File: src/rtl/kac_pkg.sv
package kac_pkg;

    localparam int CELL_W = 8;
    localparam int WGT_W  = 8;
    localparam int SUM_W  = ((CELL_W > WGT_W) ? CELL_W : WGT_W) + 2;

    typedef logic signed [CELL_W-1:0] cell_t;
    typedef logic signed [WGT_W-1:0]  wgt_t;
    typedef logic signed [SUM_W-1:0]  sum_t;

    typedef enum logic [1:0] {
        PH_IDLE,
        PH_READ,
        PH_CALC,
        PH_WRITE
    } phase_e;

    typedef struct packed {
        cell_t value;
        logic  fire;
        logic  fire_neg;
    } cell_upd_t;

    localparam cell_t CELL_MAX = cell_t'({1'b0, {(CELL_W-1){1'b1}}});
    localparam cell_t CELL_MIN = cell_t'({1'b1, {(CELL_W-1){1'b0}}});

    // Widened signed add or subtract of one weight into one cell.
    function automatic sum_t signed_step(input cell_t cur, input wgt_t w, input logic neg);
        sum_t a;
        sum_t b;
        a = sum_t'(cur);
        b = sum_t'(w);
        return neg ? (a - b) : (a + b);
    endfunction

    // Clamp a widened sum back into the cell range.
    function automatic cell_t clamp_cell(input sum_t s);
        if (s > sum_t'(CELL_MAX)) return CELL_MAX;
        if (s < sum_t'(CELL_MIN)) return CELL_MIN;
        return cell_t'(s);
    endfunction

endpackage

File: src/rtl/kac_scan.sv
module kac_scan #(
    parameter int GRID_X = 64,
    parameter int GRID_Y = 64,
    parameter int KMAX   = 11,
    localparam int XW  = $clog2(GRID_X),
    localparam int YW  = $clog2(GRID_Y),
    localparam int KCW = $clog2(KMAX + 1),
    localparam int KAW = $clog2(KMAX * KMAX)
) (
    input  logic           clk,
    input  logic           rst,
    input  logic           start,
    input  logic           step,
    input  logic [XW-1:0]  ev_x,
    input  logic [YW-1:0]  ev_y,
    input  logic [KCW-1:0] ksize_req,
    output logic [KAW-1:0] k_addr,
    output logic [XW-1:0]  cell_x,
    output logic [YW-1:0]  cell_y,
    output logic           in_range,
    output logic           last
);

    logic [KCW-1:0] row_q, col_q, ksz_q, half_q;
    logic [KCW-1:0] ksz_eff;
    logic [XW-1:0]  ox_q;
    logic [YW-1:0]  oy_q;
    logic           active_q;
    int             tx, ty;

    // Force an odd size and cap it at the kernel storage limit.
    always_comb begin
        ksz_eff = ksize_req | KCW'(1);
        if (ksz_eff > KCW'(KMAX)) ksz_eff = KCW'(KMAX);
    end

    assign last = active_q && (row_q == ksz_q - KCW'(1)) && (col_q == ksz_q - KCW'(1));

    always_ff @(posedge clk) begin
        if (rst) begin
            row_q    <= '0;
            col_q    <= '0;
            ksz_q    <= KCW'(1);
            half_q   <= '0;
            ox_q     <= '0;
            oy_q     <= '0;
            active_q <= 1'b0;
        end else if (start) begin
            row_q    <= '0;
            col_q    <= '0;
            ksz_q    <= ksz_eff;
            half_q   <= ksz_eff >> 1;
            ox_q     <= ev_x;
            oy_q     <= ev_y;
            active_q <= 1'b1;
        end else if (step && active_q) begin
            if (last) begin
                active_q <= 1'b0;
            end else if (col_q == ksz_q - KCW'(1)) begin
                col_q <= '0;
                row_q <= row_q + KCW'(1);
            end else begin
                col_q <= col_q + KCW'(1);
            end
        end
    end

    always_comb begin
        tx = int'(ox_q) + int'(col_q) - int'(half_q);
        ty = int'(oy_q) + int'(row_q) - int'(half_q);
    end

    assign in_range = (tx >= 0) && (tx < GRID_X) && (ty >= 0) && (ty < GRID_Y);
    assign cell_x   = XW'(tx);
    assign cell_y   = YW'(ty);
    assign k_addr   = KAW'(int'(row_q) * KMAX + int'(col_q));


    ksz_odd_chk: assert property (@(posedge clk) disable iff (rst)
        active_q |-> (ksz_q[0] && (int'(ksz_q) <= KMAX)));


    kaddr_bound_chk: assert property (@(posedge clk) disable iff (rst)
        active_q |-> (int'(k_addr) < KMAX * KMAX));

endmodule

File: src/rtl/kac_cell.sv
module kac_cell
    import kac_pkg::*;
(
    input  logic      clk,
    input  logic      rst,
    input  logic      cap,
    input  cell_t     cur,
    input  wgt_t      wgt,
    input  logic      neg,
    input  cell_t     th_pos,
    input  cell_t     th_neg,
    output cell_upd_t res_q
);

    sum_t      sum;
    cell_t     sat;
    cell_upd_t nxt;

    always_comb begin
        sum          = signed_step(cur, wgt, neg);
        sat          = clamp_cell(sum);
        nxt.value    = sat;
        nxt.fire     = 1'b0;
        nxt.fire_neg = 1'b0;
        if (sat > th_pos) begin
            nxt.value = '0;
            nxt.fire  = 1'b1;
        end else if (sat < th_neg) begin
            nxt.value    = '0;
            nxt.fire     = 1'b1;
            nxt.fire_neg = 1'b1;
        end
    end

    always_ff @(posedge clk) begin
        if (rst) res_q <= '0;
        else if (cap) res_q <= nxt;
    end


    sat_dir_chk: assert property (@(posedge clk) disable iff (rst)
        ($past(cap) && !$past(neg) && ($past(wgt) >= 0) && !res_q.fire)
            |-> ($signed(res_q.value) >= $signed($past(cur))));

endmodule

File: src/rtl/kac_core.sv
module kac_core
    import kac_pkg::*;
#(
    parameter int GRID_X = 64,
    parameter int GRID_Y = 64,
    parameter int KMAX   = 11,
    localparam int XW  = $clog2(GRID_X),
    localparam int YW  = $clog2(GRID_Y),
    localparam int KCW = $clog2(KMAX + 1),
    localparam int KAW = $clog2(KMAX * KMAX),
    localparam int AW  = $clog2(GRID_X * GRID_Y)
) (
    input  logic                     clk,
    input  logic                     rst,
    input  logic                     ev_valid,
    output logic                     ev_ready,
    input  logic [XW-1:0]            ev_x,
    input  logic [YW-1:0]            ev_y,
    input  logic                     ev_neg,
    input  logic [KCW-1:0]           cfg_ksize,
    input  logic signed [CELL_W-1:0] cfg_th_pos,
    input  logic signed [CELL_W-1:0] cfg_th_neg,
    output logic [KAW-1:0]           k_addr,
    input  logic signed [WGT_W-1:0]  k_rdata,
    output logic                     st_req,
    input  logic                     st_gnt,
    output logic                     st_we,
    output logic [AW-1:0]            st_addr,
    output logic signed [CELL_W-1:0] st_wdata,
    input  logic signed [CELL_W-1:0] st_rdata,
    output logic                     out_valid,
    output logic [XW-1:0]            out_x,
    output logic [YW-1:0]            out_y,
    output logic                     out_neg,
    output logic                     ev_done
);

    phase_e    ph_q;
    logic      neg_q;
    cell_t     thp_q, thn_q;
    logic      done_q, ov_q, oneg_q;
    logic [XW-1:0] ox_q;
    logic [YW-1:0] oy_q;

    logic      accept, scan_step;
    logic [XW-1:0] cell_x;
    logic [YW-1:0] cell_y;
    logic      in_range, last;
    cell_upd_t res;

    assign ev_ready = (ph_q == PH_IDLE);
    assign accept   = ev_valid && ev_ready;

    kac_scan #(.GRID_X(GRID_X), .GRID_Y(GRID_Y), .KMAX(KMAX)) u_scan (
        .clk       (clk),
        .rst       (rst),
        .start     (accept),
        .step      (scan_step),
        .ev_x      (ev_x),
        .ev_y      (ev_y),
        .ksize_req (cfg_ksize),
        .k_addr    (k_addr),
        .cell_x    (cell_x),
        .cell_y    (cell_y),
        .in_range  (in_range),
        .last      (last)
    );

    kac_cell u_cell (
        .clk    (clk),
        .rst    (rst),
        .cap    (ph_q == PH_CALC),
        .cur    (st_rdata),
        .wgt    (k_rdata),
        .neg    (neg_q),
        .th_pos (thp_q),
        .th_neg (thn_q),
        .res_q  (res)
    );

    always_comb begin
        scan_step = 1'b0;
        st_req    = 1'b0;
        st_we     = 1'b0;
        unique case (ph_q)
            PH_READ: begin
                if (!in_range) scan_step = 1'b1;
                else st_req = 1'b1;
            end
            PH_WRITE: begin
                st_req = 1'b1;
                st_we  = 1'b1;
                if (st_gnt) scan_step = 1'b1;
            end
            default: ;
        endcase
    end

    assign st_addr  = AW'(int'(cell_y) * GRID_X + int'(cell_x));
    assign st_wdata = res.value;

    always_ff @(posedge clk) begin
        if (rst) begin
            ph_q   <= PH_IDLE;
            neg_q  <= 1'b0;
            thp_q  <= CELL_MAX;
            thn_q  <= CELL_MIN;
            done_q <= 1'b0;
            ov_q   <= 1'b0;
            oneg_q <= 1'b0;
            ox_q   <= '0;
            oy_q   <= '0;
        end else begin
            done_q <= 1'b0;
            ov_q   <= 1'b0;
            unique case (ph_q)
                PH_IDLE: begin
                    if (accept) begin
                        neg_q <= ev_neg;
                        thp_q <= cfg_th_pos;
                        thn_q <= cfg_th_neg;
                        ph_q  <= PH_READ;
                    end
                end
                PH_READ: begin
                    if (!in_range) begin
                        if (last) begin
                            ph_q   <= PH_IDLE;
                            done_q <= 1'b1;
                        end
                    end else if (st_gnt) begin
                        ph_q <= PH_CALC;
                    end
                end
                PH_CALC: ph_q <= PH_WRITE;
                PH_WRITE: begin
                    if (st_gnt) begin
                        ov_q   <= res.fire;
                        oneg_q <= res.fire_neg;
                        ox_q   <= cell_x;
                        oy_q   <= cell_y;
                        if (last) begin
                            ph_q   <= PH_IDLE;
                            done_q <= 1'b1;
                        end else begin
                            ph_q <= PH_READ;
                        end
                    end
                end
                default: ph_q <= PH_IDLE;
            endcase
        end
    end

    assign out_valid = ov_q;
    assign out_neg   = oneg_q;
    assign out_x     = ox_q;
    assign out_y     = oy_q;
    assign ev_done   = done_q;


    busy_after_accept_chk: assert property (@(posedge clk) disable iff (rst)
        accept |=> !ev_ready);


    done_with_ready_chk: assert property (@(posedge clk) disable iff (rst)
        ev_done |-> ev_ready);


    done_single_chk: assert property (@(posedge clk) disable iff (rst)
        ev_done |=> !ev_done);


    fire_cleared_chk: assert property (@(posedge clk) disable iff (rst)
        out_valid |-> $past(st_req && st_gnt && st_we && (st_wdata == '0)));


    req_hold_chk: assert property (@(posedge clk) disable iff (rst)
        (st_req && !st_gnt) |=> (st_req && $stable(st_addr) && $stable(st_we)));

endmodule

File: config.mk
export PLATFORM = sky130hd
export DESIGN_NAME = kac_core
export DESIGN_NICKNAME = d
export VERILOG_FILES = /design/src/rtl/kac_pkg.sv /design/src/rtl/kac_scan.sv /design/src/rtl/kac_cell.sv /design/src/rtl/kac_core.sv
export SDC_FILE = /design/constraint.sdc
export NUM_CORES = 1
export LEC_CHECK = 0
export BUFFER_PORTS_ARGS = -buffer_cell sky130_fd_sc_hd__buf_2
export CAP_MARGIN = 0
export CORE_MARGIN = 5
export CORE_UTILIZATION = 47
export CTS_CLUSTER_DIAMETER = 100
export CTS_CLUSTER_SIZE = 8
export DETAILED_ROUTE_END_ITERATION = 12
export MAX_ROUTING_LAYER = met4
export PLACE_DENSITY = 0.7
export SLEW_MARGIN = 20
export SYNTH_ARGS = -nofsm -noshare
export SYNTH_HDL_FRONTEND = slang
export SYNTH_SLANG_ARGS = --single-unit
File: constraint.sdc
create_clock -name clk -period 10.75 [get_ports clk]
set_input_delay 0.5375 -clock clk [delete_from_list [all_inputs] [get_ports clk]]
set_output_delay 0.5375 -clock clk [all_outputs]
set_load 0.01 [all_outputs]
==> results of run 1 <==
[cell families (layout without fill, tap and decap cells)]
logic type,Yosys count,count (layout)
AOI/OAI and AO/OA,129,129
xor gates and xnor gates,44,44
adders and majority gates,66,66
buffers and inverters,82,170
DFF,68,68
muxes,3,3
other,0,1
and+or+nand+nor,190,190
[cell type report]
type	count	area [um2]	share of cell area [%]
multi-input combinational	432	3070	55.7
clock inverter	4	73.8	1.34
clock buffer	12	135	2.45
tap	133	166	3.02
antenna	1	2.50	0.0454
timing repair buffer	98	495	8.99
inverter	56	210	3.81
sequential	68	1360	24.7
[state kept, by name, summed over array words and instances (netlist names), named ones only]
name / count
ph_q: 1
u_scan.active_q: 1
u_cell.res_q: 10
u_scan.oy_q: 6
u_scan.row_q: 4
neg_q: 1
out_y: 6
out_valid: 1
thn_q: 8
u_scan.ox_q: 6
thp_q: 8
u_scan.ksz_q: 3
out_neg: 1
u_scan.col_q: 4
out_x: 6
ev_done: 1
[layer usage]
metal	GRT usage, %	part of all wire, %	vias to the layer above
li1	-	-	2170
met3	3.93	4.6	21
met1	25.6	48	1952
met4	8.21	2.3	0
met5	-	0	-
met2	30.4	45	90
[power breakdown]
group | leakage [nW] | total [W] | internal [W] | switching [W]
Clock | 0.105 | 0.000230 | 0.000131 | 0.0000991
Combinational | 2.06 | 0.000316 | 0.000128 | 0.000188
Sequential | 0.554 | 0.000276 | 0.000265 | 0.0000110
Total | 2.72 | 0.000822 | 0.000524 | 0.000298
[metrics by stage]
step | instances | util [%] | setup slack (ns)
after detailed placement | 787 | 53.8 | 5.61
after global routing | 804 | 55.9 | 5.56
after CTS | 803 | 55.9 | 5.95
final | 804 | 55.9 | 5.97
after floorplan | 582 | - | 6.44
after global placement | 787 | 53.8 | 5.69
[synth_stat cells (2+ instances only)]
library cell  count  area (um2)
o31ai_1           2        15.0
a21boi_0          2        15.0
o21ai_0          17        85.1
inv_1            55         206
a21oi_1          43         215
nor3b_1           3        22.5
o211a_1           3        30.0
a31oi_1           2        12.5
nand2_1          81         304
dfxtp_1          68        1360
o22ai_1           2        12.5
clkbuf_1         14        52.6
o31ai_4           2        42.5
a31o_2            2        17.5
a211oi_1          7        52.6
mux2i_1           2        20.0
nor4_1            2        12.5
fa_1              8         160
o21a_1            7        52.6
ha_1             57         713
and2_1            4        25.0
xor2_1           17         149
nand4_1           4        25.0
nor4b_1           2        17.5
a41oi_1           2        17.5
or4_1             2        15.0
nor2_1           43         161
o211ai_1         10        75.1
nand2b_1          3        18.8
a22o_1            8        70.1
a21o_1            8        60.1
xnor2_1          27         236
and3_1            5        31.3
nor3_1           15        75.1
nand4b_1          2        17.5
buf_4             8        60.1
nor2b_1           7        43.8
nand3b_1          2        15.0
nand3_1           8        40.0
[path summary, 6_finish.rpt]
path	from	to
setup / recovery	k_rdata[0]	u_cell.res_q[9]$_SDFFE_PP0N_
hold reg to reg	out_y[1]$_SDFFE_PP0P_	out_y[1]$_SDFFE_PP0P_
setup reg to reg	neg_q$_SDFFE_PP0P_	u_cell.res_q[9]$_SDFFE_PP0N_
hold / removal	cfg_th_pos[0]	thp_q[0]$_SDFFE_PP1P_
[worst register-to-register path, delay by kind of cell, from the launching register on]
kind	cells	cell delay (ns)
compound gates	7	1.57
xor+xnor	1	0.36
fa+ha+maj	2	0.76
flops	1	0.51
mux	1	0.42
simple gates	5	1.09
[cell usage in the layout, fill, tap and decap left out, types with 8 or more instances in the layout]
cell / instances
nand2_1: 81
o211ai_1: 10
nand3_1: 8
ha_1: 57
a21oi_1: 43
o21ai_0: 17
xor2_1: 17
fa_1: 8
buf_2: 96
a21o_1: 8
dfxtp_1: 68
clkbuf_8: 9
nor3_1: 15
inv_1: 55
xnor2_1: 27
a22o_1: 8
nor2_1: 43
==> metrics.md, run 1 <==
| Metric | Value |
|---|---|
| Worst clock skew | `0.00561 ns` |
| Post-synth ARST share | `0%` |
| Port Buffer Count | `96` |
| Crit path depth | `19` |
| Largest net degree at the start of global routing | `45` |
| Maximum VDD drop | `0.0000593 V` |
| Crit path max-delay family | `compound AO/OA/AOI/OAI gates` |
| Synth Area in Adders | `18.4%` |
| Drt via density | `5.26` |
| Worst Path Arrival | `5.07 ns` |
| Internal reg-to-reg setup slack | `6.01 ns` |
| Yosys reg bits | `68` |
| Post-Syn Nets | `700` |
| Worst reg2reg path depth | `16` |
| Final Hold Viols | `0` |
| CTS clk-pin slew, worst paths | `0.07 ns` |
| Routability cong. | `0.887` |
| Initial detailed-routing violation count | `203` |
| XOR/XNOR share of the synthesized area | `8.05%` |
| Synth Area in Compound Gates | `18.4%` |
| PD cells | `149 nW/um2` |
| Post-DP HPWL | `9.18 mm` |
| Initial Util | `48.5%` |
| Main combinational cell family by area after synthesis | `simple AND/OR/NAND/NOR gates` |
| Crit-path slowest cell | `o21ai_0` |
| RSZ-0062 raised after global routing | `no` |
| Total gr overflow | `0` |
| Slew Limit Fails | `0` |
| Post-Synth Simple-Gate Area | `18.5%` |
| Maximum clock insertion buffer count | `2` |
| Share of cells above drive strength 1 | `18.4%` |
| Worst hold slack | `0.406 ns` |
| Worst-path cell chain | `buf_2 -> inv_1 -> ha_1 -> mux2_2 -> fa_1 -> nand2b_1 -> a21oi_1 -> o22ai_1 -> xnor2_1 -> nor2_1 -> o21ai_0 -> ha_1 -> nor2b_1 -> o21a_1 -> o21a_1 -> o31ai_1 -> nand3_1 -> nor3_4 -> a22o_1` |
| Worst slew margin | `29.7%` |
| DRT antenna net count | `0` |
| Netlist cell types | `65` |
| WL per Instance | `14.6 um` |
| DRC Markers | `0` |
| Die W | `111 um` |
| Via count | `4233` |
| Vias in the first global route | `4266` |
| Global-route wire length before repair | `19.9 mm` |
| Global-route usage over all layers | `19.8%` |
| Slowest stage delay, CP | `0.45 ns` |
| Final WL | `11.8 mm` |
| Standard-cell rows | `36` |
| Worst EP required | `11.04 ns` |
| Post-Synthesis Cells | `582` |
| CTS-repair resized insts | `0` |
| Crit path kind | `in -> reg` |
| Multiplexer area fraction after synthesis | `0.653%` |
| Placement Cell Area | `5300 um2` |
| Crit path time final | `4.78 ns` |
| Final setup vio count | `0` |
| Die area | `12300 um2` |
| Status | `completed` |
| Post-synthesis sequential area ratio | `28.4%` |
| CP bufs+invs | `2` |
| CTS Hold Bufs | `0` |
| Hold Path Class | `in -> reg` |
| I/O pin count | `98` |
| Design Area, Final | `5510 um2` |
| Leak pwr | `2.72 nW` |
| Fmax | `209 MHz` |
| Area Growth Syn to Fin | `15.2%` |
| NumNets Final | `783` |
| Syn Area/Cell | `8.23 um2` |
| Fin crit share | `44.4%` |
| EDFF count, synth | `0` |
| Worst-Margin Slew | `1.05 ns` |
| Endpoint class of the critical path | `flip-flop` |
| Post-Synthesis Cell Area | `4790 um2` |
| Crit path launch type | `primary input` |
| Die Y | `111 um` |
| Antenna violations before repair | `1` |
| Core ar. | `9860 um2` |
| TritonCTS clock tree | `built` |
| Max-cap viol count | `0` |
| Hold depth | `3` |
| H-tree Lvls | `3` |
| Fin Setup TNS | `0 ns` |
| Worst-Skew Late Latency | `0.35 ns` |
| Drt pass-1 iters | `4` |
| Worst-path maximum fanout | `8` |
| Top_reg_cell synth | `dfxtp_1` |
| Fillers | `935` |
| Root Buffer | `clkbuf_8` |
| YS warnings | `0` |
| Total power | `0.000822 W` |
| Num CTS Buffers | `9` |
| Setup Buffers After CTS | `0` |
| Clk sinks | `68` |
(Power assumes the default switching activity.)
==> run 2: changes to the inputs <==
--- a/config.mk
+++ b/config.mk
@@ -13,7 +13,7 @@
 export CTS_CLUSTER_SIZE = 8
 export DETAILED_ROUTE_END_ITERATION = 12
 export MAX_ROUTING_LAYER = met4
-export PLACE_DENSITY = 0.7
+export PLACE_DENSITY = 0.73
 export SLEW_MARGIN = 20
 export SYNTH_ARGS = -nofsm -noshare
 export SYNTH_HDL_FRONTEND = slang
==> constraint.sdc (replaced) <==
create_clock -name clk -period 4.1 [get_ports clk]
set_input_delay 0.205 -clock clk [delete_from_list [all_inputs] [get_ports clk]]
set_output_delay 0.205 -clock clk [all_outputs]
set_load 0.01 [all_outputs]
==> run 2 against run 1 <==
  * Non-clock buffer count increased by 33
  * First-iteration DRC count increased by 33%
  * Sequential cell count unchanged
  * Largest power group unchanged
  * Clock power increased to 2.9 times the previous value
  * Count of clock-buffer cells in the layout decreased by 2
  * Worst hold slack got worse by 0.33 ns
  * Combinational power increased to 3.3 times the previous value
  * Global-route usage increased by 0.28 points
  * Sequential share of layout area decreased by 1.6 points
  * Sequential power increased to 2.6 times the previous value
  * Critical path type is now reg -> reg
  * Setup slack got worse by 5.8 ns
==> metrics.md, run 2 (same netlist as run 1, synthesis figures left out) <==
| Metric | Value |
|---|---|
| Status | `completed` |
| Clk pwr share | `27.5%` |
| Root Buffer | `clkbuf_8` |
| # diodes | `0` |
| Leak pwr | `2.92 nW` |
| Crit path launch type | `flip-flop` |
| Most flops, register | `u_cell.res_q` |
| Global-route usage over all layers | `20.1%` |
| Endpoint class of the critical path | `flip-flop` |
| CTS clk-pin slew, worst paths | `0.08 ns` |
| Final Util | `59.9%` |
| Maximum VDD drop | `0.000161 V` |
| Origin of the critical flop-to-flop path | `neg_q$_SDFFE_PP0P_` |
| Standard-cell rows | `36` |
| Total gr overflow | `0` |
| Worst-Margin Slew | `1.02 ns` |
| Combinational share of power | `43.0%` |
| Post-DP HPWL | `9.58 mm` |
| Largest net degree at the start of global routing | `44` |
| Sw frac | `35.7%` |
| Maximum clock insertion buffer count | `2` |
| Worst EP required | `4.34 ns` |
| NetSw | `0.000870 W` |
| Via count | `4393` |
| Die Y | `111 um` |
| GRT Max-Usage Layer | `met2` |
| Worst Setup SP | `neg_q$_SDFFE_PP0P_` |
| Clk sinks | `68` |
| Num CTS Buffers | `9` |
| Port Buffer Count | `96` |
| Final Hold Viols | `0` |
| Multi-input logic area | `3180 um2` |
| Fillers | `874` |
| DRC Markers | `0` |
| Initial Util | `48.5%` |
| Worst clock skew | `0.00925 ns` |
| H-tree Lvls | `3` |
| Leading cell type in the layout, fill and taps excluded | `buf_2` |
| FF/Latch Area | `1360 um2` |
| Core ar. | `9860 um2` |
| DRT antenna net count | `0` |
| Slew Limit Fails | `0` |
| Int Power | `0.00157 W` |
| CTS Hold Bufs | `0` |
| Largest regs | `u_cell.res_q: 10 flops, thn_q: 8 flops, thp_q: 8 flops` |
| Worst Path Arrival | `4.19 ns` |
| Design Area, Final | `5910 um2` |
| Fin crit share | `96.3%` |
| Met2 usage in global routing | `30.7%` |
| Die area | `12300 um2` |
| Drt pass-1 iters | `4` |
| Max reg flops | `10` |
| Global-route met3 utilization | `3.49%` |
| Worst-path maximum fanout | `9` |
| I/O pin count | `98` |
| Worst slew margin | `31.7%` |
| Vias in the first global route | `4261` |
| Area Growth Syn to Fin | `23.5%` |
| PD cells | `413 nW/um2` |
| GR Layer Usage met1 | `27.2%` |
| Hold Path Class | `in -> reg` |
| Share of cells above drive strength 1 | `25.7%` |
| Final setup vio count | `0` |
| NumNets Final | `816` |
| Final WL | `12.4 mm` |
| Placement Cell Area | `5510 um2` |
| Worst-Skew Late Latency | `0.35 ns` |
| Max-cap viol count | `0` |
| Reg power frac | `29.5%` |
| Initial detailed-routing violation count | `271` |
| Most frequent cells in the layout | `buf_2, nand2_1, dfxtp_1` |
| WL per Instance | `14.8 um` |
| HP Start | `cfg_th_pos[0]` |
| Die W | `111 um` |
| Global-route wire length before repair | `20.2 mm` |
| Antenna violations before repair | `0` |
| Fmax | `253 MHz` |
| Routability cong. | `0.870` |
| Crit path kind | `reg -> reg` |
| Drt via density | `5.25` |
| TritonCTS clock tree | `built` |
| Crit path time final | `3.95 ns` |
==> run 2: final cells by class <==
cell class	instances	share of cell area, %
clock inverters	6	1.90
repair buffers	131	12.7
well taps	133	2.81
inverters	56	3.55
flip-flops and latches	68	23.0
multi-input cells	432	53.8
clock buffers	10	2.16
==> run 2: repair_timing <==
| action | in CTS | in global routing |
|---|---|---|
| pin swaps | 1 | 13 |
| buffers inserted | 1 | 5 |
| endpoints found under the setup margin | 8 | 11 |
| gates resized for setup | 2 | 28 |
| cloned | 0 | 0 |
==> run 2: power by group through the flow <==
| stage | clock network, W | registers (W) | logic (W) |
|---|---|---|---|
| after floorplan | 0 | 0.000726 | 0.000603 |
| after global placement | 0 | 0.000733 | 0.000880 |
| after detailed placement | 0 | 0.000734 | 0.000918 |
| after CTS | 0.000676 | 0.000719 | 0.000931 |
| after global routing | 0.000708 | 0.000725 | 0.00115 |
| final | 0.000671 | 0.000720 | 0.00105 |
==> run 2: worst max-delay path, cell delays in order (launching register included) <==
cell      delay (ns)
dfxtp_2         0.33
buf_6           0.13
a21oi_2         0.12
xnor2_1         0.08
ha_1            0.34
o211a_1         0.19
o31ai_2         0.08
a32oi_1         0.29
xor2_1          0.34
nor2_2          0.10
buf_4           0.17
a21oi_4         0.14
ha_1            0.27
a21o_1          0.17
a21oi_1         0.15
o211ai_1        0.14
a211oi_2        0.21
o211a_1         0.25
nor3_4          0.05
buf_6           0.13
a22o_1          0.18
==> run 2: final timing paths <==
check / endpoint / slack, ns / depth (start not counted)
min reg2reg: out_y[1]$_SDFFE_PP0P_ / 0.46 / 2
min: thp_q[0]$_SDFFE_PP1P_ / 0.08 / 3
max reg2reg: u_cell.res_q[9]$_SDFFE_PP0N_ / 0.15 / 20
max: u_cell.res_q[9]$_SDFFE_PP0N_ / 0.15 / 20
==> run 2: stage by stage <==
| stage | std cells | total power, W | setup TNS, ns | hold slack (ns) | worst slack, ns |
|---|---|---|---|---|---|
| final | 836 | 0.00244 | 0 | 0.0776 | 0.151 |
| after global routing | 836 | 0.00258 | -0.396 | 0.0821 | -0.0621 |
| after CTS | 831 | 0.00233 | 0 | 0.0722 | 0.0190 |
| after detailed placement | 814 | 0.00165 | -2.05 | 0.433 | -0.256 |
| after global placement | 814 | 0.00161 | -0.776 | 0.430 | -0.0977 |
| after floorplan | 582 | 0.00133 | 0 | 0.329 | 0.0818 |
==> run 2: metal layers <==
| metal | wire length, um | part of all wire [%] | up-vias |
|---|---|---|---|
| li1 | - | - | 2231 |
| met5 | 0 | 0 | - |
| met3 | 580 | 4.7 | 18 |
| met1 | 5900 | 48 | 2018 |
| met4 | 210 | 1.7 | 0 |
| met2 | 5700 | 46 | 126 |
==> run 3: changes to the inputs <==
--- a/config.mk
+++ b/config.mk
@@ -14,6 +14,7 @@
 export DETAILED_ROUTE_END_ITERATION = 12
 export MAX_ROUTING_LAYER = met4
 export PLACE_DENSITY = 0.73
+export REMOVE_ABC_BUFFERS = 1
 export SLEW_MARGIN = 20
 export SYNTH_ARGS = -nofsm -noshare
 export SYNTH_HDL_FRONTEND = slang
==> run 3 against run 2 <==
  * Count of clock-buffer cells in the layout shrank 1
  * Sequential cell count is the same
  * Critical path type unchanged
  * First-iteration DRC count rose by 9.2%
  * Combinational power rose by 5%
  * Critical path depth fell by 4
  * Non-clock buffer count is the same
  * Sequential power hardly changed
  * Maximum frequency decreased by 1.6%
  * Core utilization increased by 0.48 points
  * Clock skew increased by 0.0010 ns
==> metrics.md, run 3 (same netlist as run 1, synthesis figures left out) <==
| Metric | Value |
|---|---|
| Status | `completed` |
| NumNets Final | `816` |
| I/O pin count | `98` |
| Vias in the first global route | `4561` |
| Worst EP required | `4.34 ns` |
| Worst hold slack | `0.0861 ns` |
| H-tree Lvls | `3` |
| Area Growth Syn to Fin | `24.5%` |
| Maximum clock insertion buffer count | `2` |
| Max-cap viol count | `0` |
| Die Y | `111 um` |
| Total power | `0.00250 W` |
| Worst-Margin Slew | `0.954 ns` |
| DRT antenna net count | `0` |
| Standard-cell rows | `36` |
| Slowest stage delay, CP | `0.42 ns` |
| Drt via density | `5.38` |
| Crit-path slowest cell | `fa_1` |
| Global-route usage over all layers | `20.6%` |
| Antenna violations before repair | `0` |
| Share of cells above drive strength 1 | `26.5%` |
| Fin Setup TNS | `0 ns` |
| Clk sinks | `68` |
| Slew Limit Fails | `0` |
| Via count | `4501` |
| Final Non-Filler Cells | `836` |
| Most flops, register | `u_cell.res_q` |
| Initial Util | `48.5%` |
| Worst-path maximum fanout | `8` |
| Post-DP HPWL | `9.42 mm` |
| TritonCTS clock tree | `built` |
| DRC Markers | `0` |
| Die area | `12300 um2` |
| WL per Instance | `15.0 um` |
| Worst slew margin | `35.8%` |
| Leak pwr | `2.93 nW` |
| Max reg flops | `10` |
| Global-route wire length before repair | `20.9 mm` |
| Core ar. | `9860 um2` |
| Place WS | `-0.266 ns` |
| Port Buffer Count | `96` |
| Fmax | `249 MHz` |
| CTS clk-pin slew, worst paths | `0.08 ns` |
| Crit path launch type | `flip-flop` |
| Placed cells | `816` |
| Total gr overflow | `0` |
| Most frequent cells in the layout | `buf_2, nand2_1, dfxtp_1` |
| Worst-Skew Late Latency | `0.34 ns` |
| Drt pass-1 iters | `4` |
| Crit path kind | `reg -> reg` |
| Leading cell type in the layout, fill and taps excluded | `buf_2` |
| Die W | `111 um` |
| Worst clock skew | `0.0103 ns` |
| Final Hold Viols | `0` |
| Setup WS post-layout | `0.0859 ns` |
| Worst-path cell chain | `mux2_4 -> fa_1 -> nand2b_1 -> a21oi_2 -> o22ai_2 -> xnor2_2 -> buf_4 -> maj3_2 -> ha_1 -> a211oi_2 -> o211ai_1 -> a211oi_2 -> o211a_1 -> nor3_4 -> buf_6 -> a22o_1` |
| Crit path time final | `4.01 ns` |
| # diodes | `0` |
| Endpoint class of the critical path | `flip-flop` |
| Initial detailed-routing violation count | `296` |
| Routability cong. | `0.889` |
| Worst Path Arrival | `4.25 ns` |
| Hold Path Class | `in -> reg` |
| Largest regs | `u_cell.res_q: 10 flops, thn_q: 8 flops, thp_q: 8 flops` |
| CTS Hold Bufs | `0` |
| Fin crit share | `97.9%` |
| Final setup vio count | `0` |
| Num CTS Buffers | `9` |
| PD cells | `420 nW/um2` |
| Maximum VDD drop | `0.000221 V` |
| Internal reg-to-reg setup slack | `0.09 ns` |
| Largest net degree at the start of global routing | `45` |
| Root Buffer | `clkbuf_8` |
| Most frequent CP cell | `a211oi_2` |
| Final WL | `12.5 mm` |
[run 3: cell type report]
cell class	count	area, um2
fillers	844	3900
multi-input cells	432	3220
flip-flops and latches	68	1360
repair buffers	131	751
inverters	56	210
well taps	133	166
clock buffers	9	124
clock inverters	7	124
[run 3: what timing repair did]
item,in CTS,in global routing
endpoints found under the setup margin,8,12
gates resized for setup,6,31
buffers inserted,0,4
pin swaps,4,14
[run 3: where the power goes]
part	internal, W	switching (W)	leakage (nW)
sequential	0.000694	0.0000265	0.554
clock	0.000408	0.000278	0.120
combinational	0.000498	0.000599	2.26
[run 3: critical path: cells and delay by family (launching register included)]
kind                     cells  cell delay, ns
AO/OA/AOI/OAI                7            1.39
XOR/XNOR                     1            0.19
adder cells (fa/ha/maj)      3            1.08
buffers and inverters        2            0.30
flip-flops                   1            0.36
multiplexers                 1            0.32
AND/OR/NAND/NOR              2            0.24
[run 3: stage by stage]
stage,instance area (um2),utilization (%)
final,5960,60.4
after global routing,5960,60.4
after CTS,5780,58.6
after detailed placement,5520,56.0
after global placement,5520,56.0
after floorplan,4640,-
[run 3: metal layers]
layer | routed length (um) | GRT usage [%] | up-vias | part of all wire, %
li1 | - | - | 2230 | -
met1 | 5980 | 27.3 | 2109 | 48
met2 | 5740 | 32.3 | 142 | 46
met3 | 588 | 3.00 | 20 | 4.7
met4 | 229 | 6.98 | 0 | 1.8
met5 | 0 | - | - | 0
[run 3: worst paths after layout]
kind | start | end | cells after the start
max | neg_q$_SDFFE_PP0P_ | u_cell.res_q[4]$_SDFFE_PP0N_ | 16
min | cfg_th_pos[0] | thp_q[0]$_SDFFE_PP1P_ | 3
max reg2reg | neg_q$_SDFFE_PP0P_ | u_cell.res_q[4]$_SDFFE_PP0N_ | 16
min reg2reg | out_y[5]$_SDFFE_PP0P_ | out_y[5]$_SDFFE_PP0P_ | 2
